File: src/rtl/eeload_pkg.sv
package eeload_pkg;

    localparam int DATA_W      = 32;
    localparam int DWA_W       = 16;
    localparam int BYTE_ADDR_W = DWA_W + 2;
    localparam int REC_BYTES   = (DWA_W + DATA_W) / 8;
    localparam int REC_W       = REC_BYTES * 8;
    localparam logic [DWA_W-1:0] LIST_END = '1;

    typedef enum logic [1:0] {
        K_START,
        K_STOP,
        K_WRITE,
        K_READ
    } bus_cmd_e;

    typedef struct packed {
        bus_cmd_e   kind;
        logic [7:0] wbyte;
        logic       ack_out;
    } bus_req_t;

    typedef struct packed {
        logic [7:0] rbyte;
        logic       acked;
    } bus_rsp_t;

    typedef enum logic [3:0] {
        SQ_IDLE,
        SQ_START,
        SQ_DEVW,
        SQ_OFFH,
        SQ_OFFL,
        SQ_RSTART,
        SQ_DEVR,
        SQ_READ,
        SQ_TAIL,
        SQ_WRITE,
        SQ_STOP,
        SQ_DONE
    } seq_state_e;

    function automatic logic [7:0] dev_byte(input logic [3:0] strap, input logic rd);
        return {3'b101, strap, rd};
    endfunction

    function automatic logic is_load_mode(input logic [15:0] set, input logic [3:0] m);
        return set[m];
    endfunction

endpackage

File: src/rtl/eeload_tick.sv
module eeload_tick #(
    parameter int Q_FAST = 78,
    parameter int Q_SLOW = 312
) (
    input  logic clk,
    input  logic rst,
    input  logic slow,
    output logic tick
);
    localparam int QMAX = (Q_SLOW > Q_FAST) ? Q_SLOW : Q_FAST;
    localparam int CW   = $clog2(QMAX + 1);
    localparam logic [CW-1:0] LIM_F = CW'(Q_FAST - 1);
    localparam logic [CW-1:0] LIM_S = CW'(Q_SLOW - 1);

    logic [CW-1:0] cnt;
    logic [CW-1:0] limit;

    assign limit = slow ? LIM_S : LIM_F;

    always_ff @(posedge clk) begin
        if (rst) begin
            cnt  <= '0;
            tick <= 1'b0;
        end else if (cnt >= limit) begin
            cnt  <= '0;
            tick <= 1'b1;
        end else begin
            cnt  <= cnt + 1'b1;
            tick <= 1'b0;
        end
    end

    // quarter-period ticks never come back to back (dividers are at least 2)
    assert_tick_gap_R1: assert property (@(posedge clk) disable iff (rst)
        tick |=> !tick);

endmodule

File: src/rtl/eeload_phy.sv
module eeload_phy
    import eeload_pkg::*;
(
    input  logic     clk,
    input  logic     rst,
    input  logic     tick,
    input  logic     req_valid,
    input  bus_req_t req,
    output logic     rsp_valid,
    output bus_rsp_t rsp,
    input  logic     sda_in,
    output logic     scl_oe,
    output logic     sda_oe
);
    logic       busy;
    logic [1:0] q;
    logic [3:0] bitn;
    logic [7:0] sh;
    logic       acked;
    logic       scl_low;
    logic       sda_low;
    bus_cmd_e   kind;
    logic       ack_out;

    always_ff @(posedge clk) begin
        if (rst) begin
            busy      <= 1'b0;
            q         <= '0;
            bitn      <= '0;
            sh        <= '0;
            acked     <= 1'b0;
            scl_low   <= 1'b0;
            sda_low   <= 1'b0;
            kind      <= K_STOP;
            ack_out   <= 1'b0;
            rsp_valid <= 1'b0;
        end else begin
            rsp_valid <= 1'b0;
            if (!busy) begin
                if (req_valid) begin
                    busy    <= 1'b1;
                    kind    <= req.kind;
                    ack_out <= req.ack_out;
                    sh      <= req.wbyte;
                    q       <= '0;
                    bitn    <= '0;
                end
            end else if (tick) begin
                q <= q + 1'b1;
                unique case (kind)
                    K_START: begin
                        unique case (q)
                            2'd0: sda_low <= 1'b0;
                            2'd1: scl_low <= 1'b0;
                            2'd2: sda_low <= 1'b1;
                            default: begin
                                scl_low   <= 1'b1;
                                busy      <= 1'b0;
                                rsp_valid <= 1'b1;
                            end
                        endcase
                    end
                    K_STOP: begin
                        unique case (q)
                            2'd0: sda_low <= 1'b1;
                            2'd1: scl_low <= 1'b0;
                            2'd2: sda_low <= 1'b0;
                            default: begin
                                busy      <= 1'b0;
                                rsp_valid <= 1'b1;
                            end
                        endcase
                    end
                    default: begin
                        unique case (q)
                            2'd0: begin
                                if (bitn == 4'd8)
                                    sda_low <= (kind == K_READ) ? ack_out : 1'b0;
                                else
                                    sda_low <= (kind == K_WRITE) ? ~sh[7] : 1'b0;
                            end
                            2'd1: scl_low <= 1'b0;
                            2'd2: begin
                                if (bitn == 4'd8) acked <= ~sda_in;
                                else              sh    <= {sh[6:0], sda_in};
                            end
                            default: begin
                                scl_low <= 1'b1;
                                if (bitn == 4'd8) begin
                                    busy      <= 1'b0;
                                    rsp_valid <= 1'b1;
                                end else begin
                                    bitn <= bitn + 1'b1;
                                end
                            end
                        endcase
                    end
                endcase
            end
        end
    end

    assign rsp.rbyte = sh;
    assign rsp.acked = acked;
    assign scl_oe    = scl_low;
    assign sda_oe    = sda_low;

    // with SCL released, SDA may only move as part of START or STOP
    assert_sda_edge_R9: assert property (@(posedge clk) disable iff (rst)
        (!$past(rst) && !scl_low && !$past(scl_low) && (sda_low != $past(sda_low)))
        |-> (kind == K_START || kind == K_STOP));

    // SCL only moves one cycle after a prescaler tick
    assert_scl_on_tick_R1: assert property (@(posedge clk) disable iff (rst)
        (!$past(rst) && (scl_low != $past(scl_low))) |-> $past(tick));

endmodule

File: src/rtl/eeload_seq.sv
module eeload_seq
    import eeload_pkg::*;
#(
    parameter logic [15:0] LOAD_MODES = 16'h000A
) (
    input  logic                   clk,
    input  logic                   rst,
    input  logic                   slow_strap,
    input  logic [3:0]             mode_strap,
    input  logic [3:0]             addr_strap,
    output logic                   slow_sel,
    output logic                   req_valid,
    output bus_req_t               req,
    input  logic                   rsp_valid,
    input  bus_rsp_t               rsp,
    output logic                   reg_we,
    output logic [BYTE_ADDR_W-1:0] reg_addr,
    output logic [DATA_W-1:0]      reg_wdata,
    output logic                   done,
    output logic                   error
);
    seq_state_e       st;
    logic             pend;
    logic [2:0]       cnt;
    logic [REC_W-1:0] rec;
    logic [3:0]       strap_q;
    logic [3:0]       mode_q;
    logic             err;
    logic             bus_state;
    logic             ack_needed;

    always_comb begin
        bus_state  = !(st inside {SQ_IDLE, SQ_WRITE, SQ_DONE});
        ack_needed = st inside {SQ_DEVW, SQ_OFFH, SQ_OFFL, SQ_DEVR};
    end

    always_ff @(posedge clk) begin
        if (rst) begin
            st       <= SQ_IDLE;
            pend     <= 1'b0;
            cnt      <= '0;
            rec      <= '0;
            err      <= 1'b0;
            strap_q  <= addr_strap;
            mode_q   <= mode_strap;
            slow_sel <= slow_strap;
        end else begin
            unique case (st)
                SQ_IDLE:  st <= is_load_mode(LOAD_MODES, mode_q) ? SQ_START : SQ_DONE;
                SQ_WRITE: begin
                    cnt <= '0;
                    st  <= SQ_READ;
                end
                SQ_DONE:  st <= SQ_DONE;
                default: begin
                    if (!pend) begin
                        pend <= 1'b1;
                    end else if (rsp_valid) begin
                        pend <= 1'b0;
                        if (ack_needed && !rsp.acked) begin
                            err <= 1'b1;
                            st  <= SQ_STOP;
                        end else begin
                            unique case (st)
                                SQ_START:  st <= SQ_DEVW;
                                SQ_DEVW:   st <= SQ_OFFH;
                                SQ_OFFH:   st <= SQ_OFFL;
                                SQ_OFFL:   st <= SQ_RSTART;
                                SQ_RSTART: st <= SQ_DEVR;
                                SQ_DEVR: begin
                                    cnt <= '0;
                                    st  <= SQ_READ;
                                end
                                SQ_READ: begin
                                    rec <= {rsp.rbyte, rec[REC_W-1:8]};
                                    if (cnt == 3'd1 && {rsp.rbyte, rec[REC_W-1 -: 8]} == LIST_END)
                                        st <= SQ_TAIL;
                                    else if (cnt == 3'(REC_BYTES - 1))
                                        st <= SQ_WRITE;
                                    else
                                        cnt <= cnt + 1'b1;
                                end
                                SQ_TAIL: st <= SQ_STOP;
                                default: st <= SQ_DONE;
                            endcase
                        end
                    end
                end
            endcase
        end
    end

    always_comb begin
        req = '{kind: K_WRITE, wbyte: 8'h00, ack_out: 1'b0};
        unique case (st)
            SQ_START, SQ_RSTART: req.kind = K_START;
            SQ_DEVW:             req.wbyte = dev_byte(strap_q, 1'b0);
            SQ_DEVR:             req.wbyte = dev_byte(strap_q, 1'b1);
            SQ_READ:             req = '{kind: K_READ, wbyte: 8'h00, ack_out: 1'b1};
            SQ_TAIL:             req.kind = K_READ;
            SQ_STOP:             req.kind = K_STOP;
            default:             req.kind = K_WRITE;
        endcase
    end

    assign req_valid = bus_state && !pend;
    assign reg_we    = (st == SQ_WRITE);
    assign reg_addr  = {rec[DWA_W-1:0], 2'b00};
    assign reg_wdata = rec[REC_W-1:DWA_W];
    assign done      = (st == SQ_DONE);
    assign error     = err;

    // done holds until a reset
    assert_done_holds_R10: assert property (@(posedge clk) disable iff (rst)
        done |=> done);

    // a register write strobe is a single cycle
    assert_we_pulse_R10: assert property (@(posedge clk) disable iff (rst)
        reg_we |=> !reg_we);

    // once an acknowledge is missing, no register write follows
    assert_err_no_write_R8: assert property (@(posedge clk) disable iff (rst)
        error |-> !reg_we);

    // a finished sequencer issues no more bus commands
    assert_done_quiet_R6: assert property (@(posedge clk) disable iff (rst)
        done |-> !req_valid);

endmodule

File: src/rtl/eeload_top.sv
module eeload_top
    import eeload_pkg::*;
#(
    parameter int          Q_FAST     = 78,
    parameter int          Q_SLOW     = 312,
    parameter logic [15:0] LOAD_MODES = 16'h000A
) (
    input  logic                   clk,
    input  logic                   rst,
    input  logic                   hot_rst,
    input  logic                   slow_strap,
    input  logic [3:0]             mode_strap,
    input  logic [3:0]             addr_strap,
    input  logic                   sda_in,
    output logic                   scl_oe,
    output logic                   sda_oe,
    output logic                   reg_we,
    output logic [BYTE_ADDR_W-1:0] reg_addr,
    output logic [DATA_W-1:0]      reg_wdata,
    output logic                   done,
    output logic                   error
);
    logic     rst_any;
    logic     slow_sel;
    logic     tick;
    logic     req_valid;
    bus_req_t req;
    logic     rsp_valid;
    bus_rsp_t rsp;

    assign rst_any = rst | hot_rst;

    eeload_tick #(
        .Q_FAST(Q_FAST),
        .Q_SLOW(Q_SLOW)
    ) u_tick (
        .clk (clk),
        .rst (rst_any),
        .slow(slow_sel),
        .tick(tick)
    );

    eeload_phy u_phy (
        .clk      (clk),
        .rst      (rst_any),
        .tick     (tick),
        .req_valid(req_valid),
        .req      (req),
        .rsp_valid(rsp_valid),
        .rsp      (rsp),
        .sda_in   (sda_in),
        .scl_oe   (scl_oe),
        .sda_oe   (sda_oe)
    );

    eeload_seq #(
        .LOAD_MODES(LOAD_MODES)
    ) u_seq (
        .clk       (clk),
        .rst       (rst_any),
        .slow_strap(slow_strap),
        .mode_strap(mode_strap),
        .addr_strap(addr_strap),
        .slow_sel  (slow_sel),
        .req_valid (req_valid),
        .req       (req),
        .rsp_valid (rsp_valid),
        .rsp       (rsp),
        .reg_we    (reg_we),
        .reg_addr  (reg_addr),
        .reg_wdata (reg_wdata),
        .done      (done),
        .error     (error)
    );

    // any reset leaves both lines released
    assert_reset_release_R7: assert property (@(posedge clk)
        $past(rst_any) |-> (!scl_oe && !sda_oe && !done));

endmodule

File: config.mk
export PLATFORM = sky130hd
export DESIGN_NAME = eeload_top
export DESIGN_NICKNAME = d
export VERILOG_FILES = /design/src/rtl/eeload_pkg.sv /design/src/rtl/eeload_tick.sv /design/src/rtl/eeload_phy.sv /design/src/rtl/eeload_seq.sv /design/src/rtl/eeload_top.sv
export SDC_FILE = /design/constraint.sdc
export NUM_CORES = 1
export LEC_CHECK = 0
export ABC_AREA = 1
export ABC_CLOCK_PERIOD_IN_PS = 4900
export BUFFER_PORTS_ARGS = -buffer_cell sky130_fd_sc_hd__buf_4
export CORE_MARGIN = 10
export CORE_UTILIZATION = 45
export DETAILED_ROUTE_END_ITERATION = 10
export GPL_TIMING_DRIVEN = 0
export PLACE_DENSITY_LB_ADDON = 0.05
export SLEW_MARGIN = 10
export SYNTH_ARGS = -nofsm -noshare
export SYNTH_HDL_FRONTEND = slang
export SYNTH_HIERARCHICAL = 1
export SYNTH_SLANG_ARGS = --single-unit
File: constraint.sdc
create_clock -name clk -period 4.9 [get_ports clk]
set_clock_uncertainty 0.1 [all_clocks]
set_input_delay 0.735 -clock clk [delete_from_list [all_inputs] [get_ports clk]]
set_output_delay 0.735 -clock clk [all_outputs]
set_load 0.01 [all_outputs]
==> results.sh, run 1 <==
export IMPL_outcome="finished, final reports clean"
export IMPL_dp_hpwl_microns=9080
export IMPL_hp_class="reg2reg"
export IMPL_synth_edf_count=8
export IMPL_n_fill_cell=1029
export IMPL_finalCritPeriodShare_pct=44.9
export IMPL_yosys_area_share_simple_pct=31.7
export IMPL_yosys_area_top_type="dfxtp_1"
export IMPL_clkTransAtPathRegs_ps=90
export IMPL_slowest_delay_ps=500
export IMPL_htree_levels=3
export IMPL_numCtsBuffers=9
export IMPL_cts_hold_buffers=0
export IMPL_grt_pass1_wl_microns=19400
export IMPL_synth_main_ff_cell="dfxtp_1"
export IMPL_p_seq_share_pct=40.7
export IMPL_slew_viol_final=0
export IMPL_die_area_sq_um=15300
export IMPL_die_y_microns=124
export IMPL_ys_async_sr_fraction_pct=0
export IMPL_worstMarginPinSlew_ps=694
export IMPL_vias=4368
export IMPL_clk_latency_ps=360
export IMPL_io_buffers=64
export IMPL_ys_top_cells_by_area="dfxtp_1 (37%), nand2_1 (12%), nand3_1 (7.6%)"
export IMPL_core_sq_um=10400
export IMPL_globalRouteOverflowTotal=0
export IMPL_regArea_sq_um=2040
export IMPL_grt_use_total_pct=15.5
export IMPL_avgViaCountPerCell=5.03
export IMPL_internal_power_w=0.00144
export IMPL_grt_max_degree=17
export IMPL_synth_distinct_cells=37
export IMPL_seq_area_frac_synth_pct=42.0
export IMPL_postSynthAreaPerCell_sq_um=7.46
export IMPL_p_total_w=0.00228
export IMPL_yosys_warnings=6
export IMPL_leakagePower_nw=2.42
export IMPL_drtPass1Iterations=5
export IMPL_rows=37
export IMPL_synth_top_family_by_area="simple AND/OR/NAND/NOR gates"
export IMPL_cp_cell_sequence="nand2_1 > nor2_1 > buf_4"
export IMPL_p_comb_share_pct=33.7
export IMPL_post_cts_resized=0
export IMPL_drt_iter0_drc=299
export IMPL_end_kind="output pin"
export IMPL_yosys_mux_area_fraction_pct=0
export IMPL_grt_antenna_before_repair=0
export IMPL_io_pins=68
export IMPL_path_max_fanout=6
export IMPL_startpoint_type="flip-flop"
export IMPL_cts_max_path_buffers=2
export IMPL_die_w_microns=124
export IMPL_post_cts_setup_buffers=0
export IMPL_switching_share_pct=36.7
export IMPL_ant_nets=0
export IMPL_fin_ws_ps=2700
export IMPL_drc=0
export IMPL_cts_root_buffer="clkbuf_8"
export IMPL_syn_to_final_growth_pct=18.3
export IMPL_p_per_area_nw_per_um2=397
export IMPL_power_frac_clock_pct=25.6
export IMPL_synth_adder_area_share_pct=4.12
export IMPL_peakVddDrop_uv=221
export IMPL_grt_pass1_vias=3993
export IMPL_hold_viol=0
export IMPL_cts_sinks=98
export IMPL_synth_top_area_share_pct=37.1
export IMPL_fin_setup_tns_ps=0
export IMPL_synth_xor_area_share_pct=0.902
export IMPL_ys_seq_elements=98
export IMPL_cp_slowest_cell="dfxtp_1"
export IMPL_diodes=0
export IMPL_cts_tree="yes"
export IMPL_place_congestion=0.891
export IMPL_arrival_ps=1360
export IMPL_synth_compound_area_share_pct=11.0
export IMPL_yosysMostFrequentCell="nand2_1"
export IMPL_synthCells=651
export IMPL_rsz0062_at_grt="no"
export IMPL_synth_common_cells="nand2_1 (157), dfxtp_1 (90), nand3_1 (74), a21oi_1 (67), inv_1 (64)"
export IMPL_nNetsFinal=757
export IMPL_maxSlewHeadroom_pct=53.6
export IMPL_whs_path_depth=2
export IMPL_drive_gt1_share_pct=20.6
export IMPL_reg2reg_depth=10
export IMPL_synth_cell_area_sq_um=4860
export IMPL_drt_wirelength_per_cell_microns=13.7
export IMPL_crit_type="reg2out"
export IMPL_post_place_ws_ps=2280
export IMPL_max_cap_violations=0
export IMPL_setup_violations=0
export IMPL_multiInputGateArea_sq_um=2330
export IMPL_initial_core_util_pct=46.6
export IMPL_wl_microns=11900
export IMPL_cp_data_required_time_ps=4070
export IMPL_period_needed_ps=2200
export IMPL_max_freq_mhz=455
export IMPL_p_switching_w=0.000837
-- cell type report --
cell class                      count  area share, %
Multi-Input combinational cell    452           40.5
Tap cell                          136           2.96
Clock buffer                       13           3.31
Timing Repair Buffer               64           8.36
Buffer                             30           3.68
Sequential cell                    98           35.5
Inverter                           73           4.90
Clock inverter                      3          0.718
-- final timing paths --
check | to | from | slack [ps]
min reg2reg | u_seq/error$_SDFFE_PP0P_ | u_seq/error$_SDFFE_PP0P_ | 360
max | reg_we | u_seq/st[0]$_SDFFE_PP0P_ | 2700
min | u_seq/error$_SDFFE_PP0P_ | u_seq/error$_SDFFE_PP0P_ | 360
max reg2reg | u_phy/bitn[3]$_SDFFE_PP0P_ | u_seq/st[0]$_SDFFE_PP0P_ | 2920
-- flip-flops by register name, summed over array words and instances, names as in the netlist, 2 cells and up, named ones only --
| register | flops |
|---|---|
| u_seq/strap_q | 4 |
| u_tick/cnt | 9 |
| u_phy/bitn | 4 |
| u_seq/mode_q | 3 |
| u_phy/q | 2 |
| u_seq/st | 4 |
| u_phy/sh | 8 |
| u_seq/cnt | 3 |
| u_seq/rec | 48 |
| u_phy/kind | 2 |
-- critical path: cells and delay by family (launching register included) --
kind                   cells  cell delay (ps)
flip-flops                 1              500
AND/OR/NAND/NOR            2              340
buffers and inverters      1              160
-- power by group through the flow --
stage,Clock (W),Combinational (W),Sequential [W]
finish,0.000585,0.000768,0.000929
global route,0.000629,0.000887,0.000938
CTS,0.000602,0.000768,0.000929
detailed placement,0,0.000763,0.000947
global placement,0,0.000757,0.000946
floorplan,0,0.000624,0.000928
-- placed cells by master (no fill, tap or decap), drive strengths merged --
cell / netlist / layout
a21boi: 1 / 1
nand3: 80 / 80
clkinv: 0 / 1
clkbuf: 6 / 19
dfxtp: 90 / 90
buf: 24 / 88
o22ai: 1 / 1
edfxtp: 8 / 8
bufinv: 0 / 1
nand2: 170 / 170
nand4: 8 / 8
o21a: 7 / 7
a211oi: 1 / 1
o31ai: 1 / 1
or2: 3 / 3
nor2: 68 / 68
nand3b: 1 / 1
nor3: 3 / 3
conb: 1 / 3
a21oi: 68 / 68
xnor2: 5 / 5
ha: 16 / 16
o21ai: 16 / 16
inv: 73 / 74
-- metal layers --
| metal | share of wire, % | global-route usage (%) |
|---|---|---|
| met1 | 45 | 19.3 |
| met4 | 1.4 | 5.47 |
| met5 | 0 | 0 |
| met2 | 47 | 25.8 |
| met3 | 7.4 | 3.57 |
-- kinds of logic after synthesis --
group,count (synthesis)
xor gates and xnor gates,5
DFF,98
adders and majority gates,16
buffers and inverters,103
other,1
and+or+nand+nor,333
AOI/OAI and AO/OA,95
-- stage by stage --
stage          hold slack (ps)  instances  util, %  area [sq um]
3_5_place_dp               342        853     52.9          5520
4_1_cts                    357        869     55.2          5750
6_report                   357        869     55.2          5750
2_1_floorplan              340        653        -          4860
5_1_grt                    378        869     55.2          5750
3_3_place_gp               340        853     52.9          5520
Power figures use the tool's default switching activity.
==> run 2, diff against run 1 <==
- ABC_AREA: 1 -> 0
- ABC_CLOCK_PERIOD_IN_PS: 4900 -> 2050
- clock period: 4.9 -> 2.05 ns (I/O delays scaled with it)
==> run 2 against run 1 <==
Clock power increased by 120%. Count of clock-buffer cells in the layout down 2. Cell count is 15% lower. Highest routed layer unchanged. Global-route usage is 0.54 points lower. First-iteration DRC count is 28% lower. Synthesized area fell by 8.5%. Core utilization increased by 0.78 points. Worst setup slack got worse by 2600 ps. Die area shrank 7.1%. Critical path type is now reg2reg.
==> results.sh, run 2 <==
export IMPL_clk_latency_ps=360
export IMPL_ant_nets=0
export IMPL_grt_pass1_wl_microns=17800
export IMPL_ys_top_cells_by_area="dfxtp_1 (41%), nand2_1 (9.3%), a21oi_1 (6.8%)"
export IMPL_peakVddDrop_uv=381
export IMPL_io_pins=68
export IMPL_synth_edf_count=8
export IMPL_die_area_sq_um=14300
export IMPL_hp_class="in2reg"
export IMPL_synth_common_cells="nand2_1 (110), dfxtp_1 (90), a21oi_1 (60), nor2_1 (42), ha_1 (16)"
export IMPL_slew_viol_final=0
export IMPL_p_per_area_nw_per_um2=761
export IMPL_synth_main_ff_cell="dfxtp_1"
export IMPL_yosys_warnings=6
export IMPL_placed_cells=717
export IMPL_diodes=0
export IMPL_yosys_area_top_type="dfxtp_1"
export IMPL_max_freq_mhz=512
export IMPL_rows=36
export IMPL_final_common_cell="nand2_1"
export IMPL_cp_data_required_time_ps=2170
export IMPL_largest_reg_flops=48
export IMPL_period_needed_ps=1950
export IMPL_dp_hpwl_microns=8110
export IMPL_synth_cell_area_sq_um=4440
export IMPL_yosysMostFrequentCell="nand2_1"
export IMPL_htree_levels=3
export IMPL_die_y_microns=119
export IMPL_setup_violations=0
export IMPL_crit_type="reg2reg"
export IMPL_ys_seq_elements=98
export IMPL_arrival_ps=2070
export IMPL_drt_iter0_drc=216
export IMPL_drt_wirelength_per_cell_microns=14.7
export IMPL_drtPass1Iterations=4
export IMPL_maxSlewHeadroom_pct=60.8
export IMPL_vias=3811
export IMPL_globalRouteOverflowTotal=0
export IMPL_outcome="finished, final reports clean"
export IMPL_reg2reg_depth=8
export IMPL_postSynthAreaPerCell_sq_um=8.58
export IMPL_initial_core_util_pct=45.9
export IMPL_worstMarginPinSlew_ps=588
export IMPL_grt_antenna_before_repair=0
export IMPL_synthCells=518
export IMPL_wl_microns=10900
export IMPL_ys_async_sr_fraction_pct=0
export IMPL_cts_tree="yes"
export IMPL_cts_sinks=98
export IMPL_whs_path_depth=1
export IMPL_clkTransAtPathRegs_ps=90
export IMPL_fin_setup_tns_ps=0
export IMPL_largest_register="u_seq/rec"
export IMPL_leakagePower_nw=2.05
export IMPL_end_kind="flip-flop"
export IMPL_io_buffers=64
export IMPL_numCtsBuffers=9
export IMPL_startpoint_type="flip-flop"
export IMPL_path_max_fanout=10
export IMPL_reg_top3="u_seq/rec x48, u_tick/cnt x9, u_phy/sh x8"
export IMPL_grt_use_total_pct=15.0
export IMPL_cts_max_path_buffers=2
export IMPL_core_sq_um=9680
export IMPL_final_cells=740
export IMPL_finalCritPeriodShare_pct=95.2
export IMPL_synth_top_area_share_pct=40.5
export IMPL_max_cap_violations=0
export IMPL_drive_gt1_share_pct=21.6
export IMPL_place_congestion=0.877
export IMPL_synth_distinct_cells=60
export IMPL_nNetsFinal=631
export IMPL_hold_viol=0
export IMPL_die_w_microns=119
export IMPL_cts_root_buffer="clkbuf_8"
export IMPL_seq_area_frac_synth_pct=45.9
export IMPL_grt_pass1_vias=3571
export IMPL_drc=0
export IMPL_layout_common_cells="nand2_1 (110), dfxtp_1 (89), buf_4 (75), a21oi_1 (60), nor2_1 (40)"
export IMPL_grt_max_degree=17
export IMPL_syn_to_final_growth_pct=21.9
export IMPL_avgViaCountPerCell=5.15
-- run 2: changes by cell type after synthesis, sizes merged, moves of 6 or more --
cell | previous run | this run
nor2 | 68 | 44
nor3 | 3 | 15
a21oi | 68 | 61
a211oi | 1 | 12
nor2b | 0 | 7
nand2b | 0 | 6
o21a | 7 | 1
nand2 | 170 | 111
mux2i | 0 | 12
o21ai | 16 | 10
and2 | 0 | 8
inv | 73 | 13
clkbuf | 6 | 13
nand3 | 80 | 9
-- run 2: cell families (layout without fill, tap and decap cells) --
family                     count (synthesis)  in the layout  synth area share (%)
AOI/OAI and AO/OA                        107            107                  15.4
xor gates and xnor gates                   7              7                  1.38
adders and majority gates                 16             16                  4.50
buffers and inverters                     48            135                  5.94
DFF                                       98             98                  45.9
muxes                                     13             13                  2.96
other                                      1              3                0.0844
and+or+nand+nor                          228            228                  23.8
-- run 2: worst paths after layout --
path | startpoint | endpoint | slack [ps]
worst max-delay path | u_seq/st[0]$_SDFFE_PP0P_ | u_seq/rec[33]$_SDFFE_PP0P_ | 100
worst min-delay path | addr_strap[3] | u_seq/strap_q[3]$_DFFE_PP_ | 30
worst max register to register | u_seq/st[0]$_SDFFE_PP0P_ | u_seq/rec[33]$_SDFFE_PP0P_ | 100
worst min register to register | u_seq/rec[1]$_SDFFE_PP0P_ | u_seq/rec[1]$_SDFFE_PP0P_ | 370
-- run 2: metal layers --
layer / global-route usage, % / part of all wire, % / vias up
met1: 19.6 / 47 / 1773
met4: 5.96 / 1.3 / 0
li1: - / - / 1933
met3: 3.16 / 4.9 / 11
met2: 23.6 / 46 / 94
met5: 0 / 0 / -
-- run 2: worst max-delay path: stages, from the launching register on --
cell and delay, ps:
dfxtp_1 350, clkbuf_4 200, and2_1 230, nand2_4 110, or3_4 420, buf_6 150
buf_6 140, nand2_1 60, a21oi_1 50
-- run 2: timing repair --
| action | CTS | global route |
|---|---|---|
| resized for setup | 1 | 16 |
| hold buffers | 3 | 1 |
| endpoints found under the hold margin | 3 | 1 |
| endpoints found under the setup margin | 9 | 50 |
| pin swaps | 1 | 1 |
| cloned | 0 | 0 |
| setup buffers | 3 | 0 |
-- run 2: area by class of cell --
class | count | area (sq um)
fillers | 917 | 4270
multi-input cells | 374 | 2180
flip-flops and latches | 98 | 2040
repair buffers | 71 | 543
plain buffers | 35 | 224
well taps | 133 | 166
clock buffers | 11 | 151
clock inverters | 5 | 60.1
inverters | 13 | 48.8
-- run 2: power breakdown --
group	switching, W	total [W]	internal [W]
clock network	0.000664	0.00130	0.000635
logic	0.000431	0.000758	0.000327
registers	0.0000684	0.00207	0.00200
-- run 2: per-stage QoR --
step / power (W) / setup slack, ps / instance area, sq um / hold WS, ps / util (%)
after floorplan: 0.00262 / 252 / 4450 / 303 / -
after global placement: 0.00277 / -277 / 5100 / 342 / 52.6
after detailed placement: 0.00279 / -303 / 5100 / 355 / 52.6
after CTS: 0.00413 / 18.7 / 5360 / 2.31 / 55.4
after global routing: 0.00435 / -29.7 / 5420 / 3.16 / 56.0
final: 0.00413 / 97.7 / 5420 / 25.2 / 56.0
==> run 3, diff against run 2 <==
- PLACE_DENSITY: not set -> 0.67
- PLACE_DENSITY_LB_ADDON: 0.05 -> not set
==> run 3 against run 2 <==
Routed wire length is 0.75% lower. Die area did not move. Sequential share of layout area up 0.49 points. Cell count fell by 0.54%. Global-route usage shrank 0.42 points. Worst setup slack worse by 12 ps. Core utilization shrank 0.71 points. Design area shrank 1.3%. Total power is 3.1% lower. Critical path type unchanged.
==> results.sh, run 3 (same netlist as run 2, synthesis figures left out) <==
export IMPL_vias=3825
export IMPL_cts_tree="yes"
export IMPL_syn_to_final_growth_pct=20.4
export IMPL_crit_type="reg2reg"
export IMPL_reg_top3="u_seq/rec x48, u_tick/cnt x9, u_phy/sh x8"
export IMPL_die_w_microns=119
export IMPL_die_y_microns=119
export IMPL_clk_latency_ps=370
export IMPL_setup_violations=0
export IMPL_globalRouteOverflowTotal=0
export IMPL_grt_antenna_before_repair=0
export IMPL_arrival_ps=2140
export IMPL_hp_class="in2reg"
export IMPL_reg2reg_depth=8
export IMPL_multiInputGateArea_sq_um=2170
export IMPL_placed_area_sq_um=5100
export IMPL_drc=0
export IMPL_drt_wirelength_per_cell_microns=14.6
export IMPL_drive_gt1_share_pct=21.2
export IMPL_final_area_sq_um=5350
export IMPL_slew_viol_final=0
export IMPL_grtUsageMet2_pct=23.6
export IMPL_finalCritPeriodShare_pct=95.8
export IMPL_grt_max_degree=19
export IMPL_ant_nets=0
export IMPL_period_needed_ps=1960
export IMPL_worstMarginPinSlew_ps=566
export IMPL_diodes=0
export IMPL_peakVddDrop_uv=429
export IMPL_avgViaCountPerCell=5.20
export IMPL_leakagePower_nw=2.02
export IMPL_cts_root_buffer="clkbuf_8"
export IMPL_startpoint_type="flip-flop"
export IMPL_crit_end="u_phy/sh[6]$_SDFFE_PP0P_"
export IMPL_wl_microns=10800
export IMPL_r2r_end="u_phy/sh[6]$_SDFFE_PP0P_"
export IMPL_cp_data_required_time_ps=2220
export IMPL_outcome="finished, final reports clean"
export IMPL_reg2reg_from="u_seq/st[1]$_SDFFE_PP0P_"
export IMPL_io_pins=68
export IMPL_grt_pass1_wl_microns=17600
export IMPL_dp_hpwl_microns=7980
export IMPL_rows=36
export IMPL_drt_iter0_drc=187
export IMPL_end_kind="flip-flop"
export IMPL_core_sq_um=9680
export IMPL_layout_common_cells="nand2_1 (110), dfxtp_1 (89), buf_4 (73), a21oi_1 (60), nor2_1 (41)"
export IMPL_grt_pass1_vias=3550
export IMPL_startpoint="u_seq/st[1]$_SDFFE_PP0P_"
export IMPL_n_fill_cell=906
export IMPL_largest_reg_flops=48
export IMPL_regToRegSetupSlack_ps=90
export IMPL_numCtsBuffers=9
export IMPL_final_common_cell="nand2_1"
export IMPL_post_place_ws_ps=-305
export IMPL_rsz0062_at_grt="no"
export IMPL_grt_use_total_pct=14.5
export IMPL_holdWs_ps=19.4
export IMPL_io_buffers=64
export IMPL_regArea_sq_um=2040
export IMPL_place_congestion=0.855
export IMPL_hold_viol=0
export IMPL_fin_ws_ps=85.7
export IMPL_nNetsFinal=627
export IMPL_largest_register="u_seq/rec"
export IMPL_drtPass1Iterations=5
export IMPL_htree_levels=3
export IMPL_max_cap_violations=0
export IMPL_clkTransAtPathRegs_ps=100
export IMPL_initial_core_util_pct=45.9
export IMPL_grtUsageMet1_pct=18.8
export IMPL_maxSlewHeadroom_pct=62.3
export IMPL_grtUsageMet3_pct=3.73
export IMPL_top_usage_layer="met2"
export IMPL_die_area_sq_um=14300
export IMPL_cts_hold_buffers=0
export IMPL_cts_max_path_buffers=2
export IMPL_path_max_fanout=10
export IMPL_max_freq_mhz=509
export IMPL_p_per_area_nw_per_um2=747
export IMPL_cts_sinks=98
export IMPL_fin_setup_tns_ps=0
==> run 3: changes by cell type in the layout (fill, tap and decap cells not counted), sizes merged <==
cell         delta
bufinv          -1
clkbuf          -2
clkinvlp        +1
dlygate4sd3     -4
inv             +2
==> run 3: cell type report <==
class / count / share of cell area (%)
Sequential cell: 98 / 38.2
Tap cell: 133 / 3.11
Inverter: 13 / 0.912
Buffer: 35 / 4.35
Clock buffer: 9 / 2.32
Clock inverter: 7 / 1.12
Timing Repair Buffer: 67 / 9.40
Multi-Input combinational cell: 374 / 40.6
==> run 3: routing by layer <==
| layer | vias to the layer above | wire, microns |
|---|---|---|
| li1 | 1929 | - |
| met1 | 1808 | 5130 |
| met2 | 77 | 4990 |
| met3 | 11 | 548 |
| met4 | 0 | 107 |
| met5 | - | 0 |
==> run 3: worst max-delay path, stage by stage, from the launching register on <==
cell and delay (ps):
dfxtp_2 380, or3_1 400, a21oi_4 190, nor2_1 110, nand2b_1 100, buf_6 140, o21ai_4 90, buf_6 160
a211oi_1 190
==> run 3: stage by stage <==
step                utilization, %  std cells  power, W
global route                  55.2        736   0.00420
detailed placement            52.6        717   0.00278
floorplan                        -        520   0.00262
global placement              52.6        717   0.00276
finish                        55.2        736   0.00400
CTS                           54.8        736   0.00399
==> run 3: power by group <==
group | switching, W | internal [W]
clock network | 0.000717 | 0.000462
registers | 0.0000683 | 0.00200
logic | 0.000428 | 0.000321
==> run 3: repair_timing <==
item | CTS | global route
buffers inserted | 3 | 0
cloned | 0 | 0
pin swaps | 1 | 1
resized for setup | 1 | 16
setup endpoints to repair | 9 | 50
==> run 3: worst min-delay path by stage <==
stage,slack (ps),cells past startpoint,end,startpoint
global placement,340,2,u_seq/rec[5]$_SDFFE_PP0P_,u_seq/rec[5]$_SDFFE_PP0P_
floorplan,300,1,u_phy/acked$_SDFFE_PP0P_,sda_in
detailed placement,350,2,u_seq/rec[3]$_SDFFE_PP0P_,u_seq/rec[3]$_SDFFE_PP0P_
CTS,10,1,u_seq/strap_q[0]$_DFFE_PP_,addr_strap[0]
global route,0.005,1,u_seq/slow_sel$_DFFE_PP_,slow_strap
finish,20,1,u_seq/strap_q[0]$_DFFE_PP_,addr_strap[0]
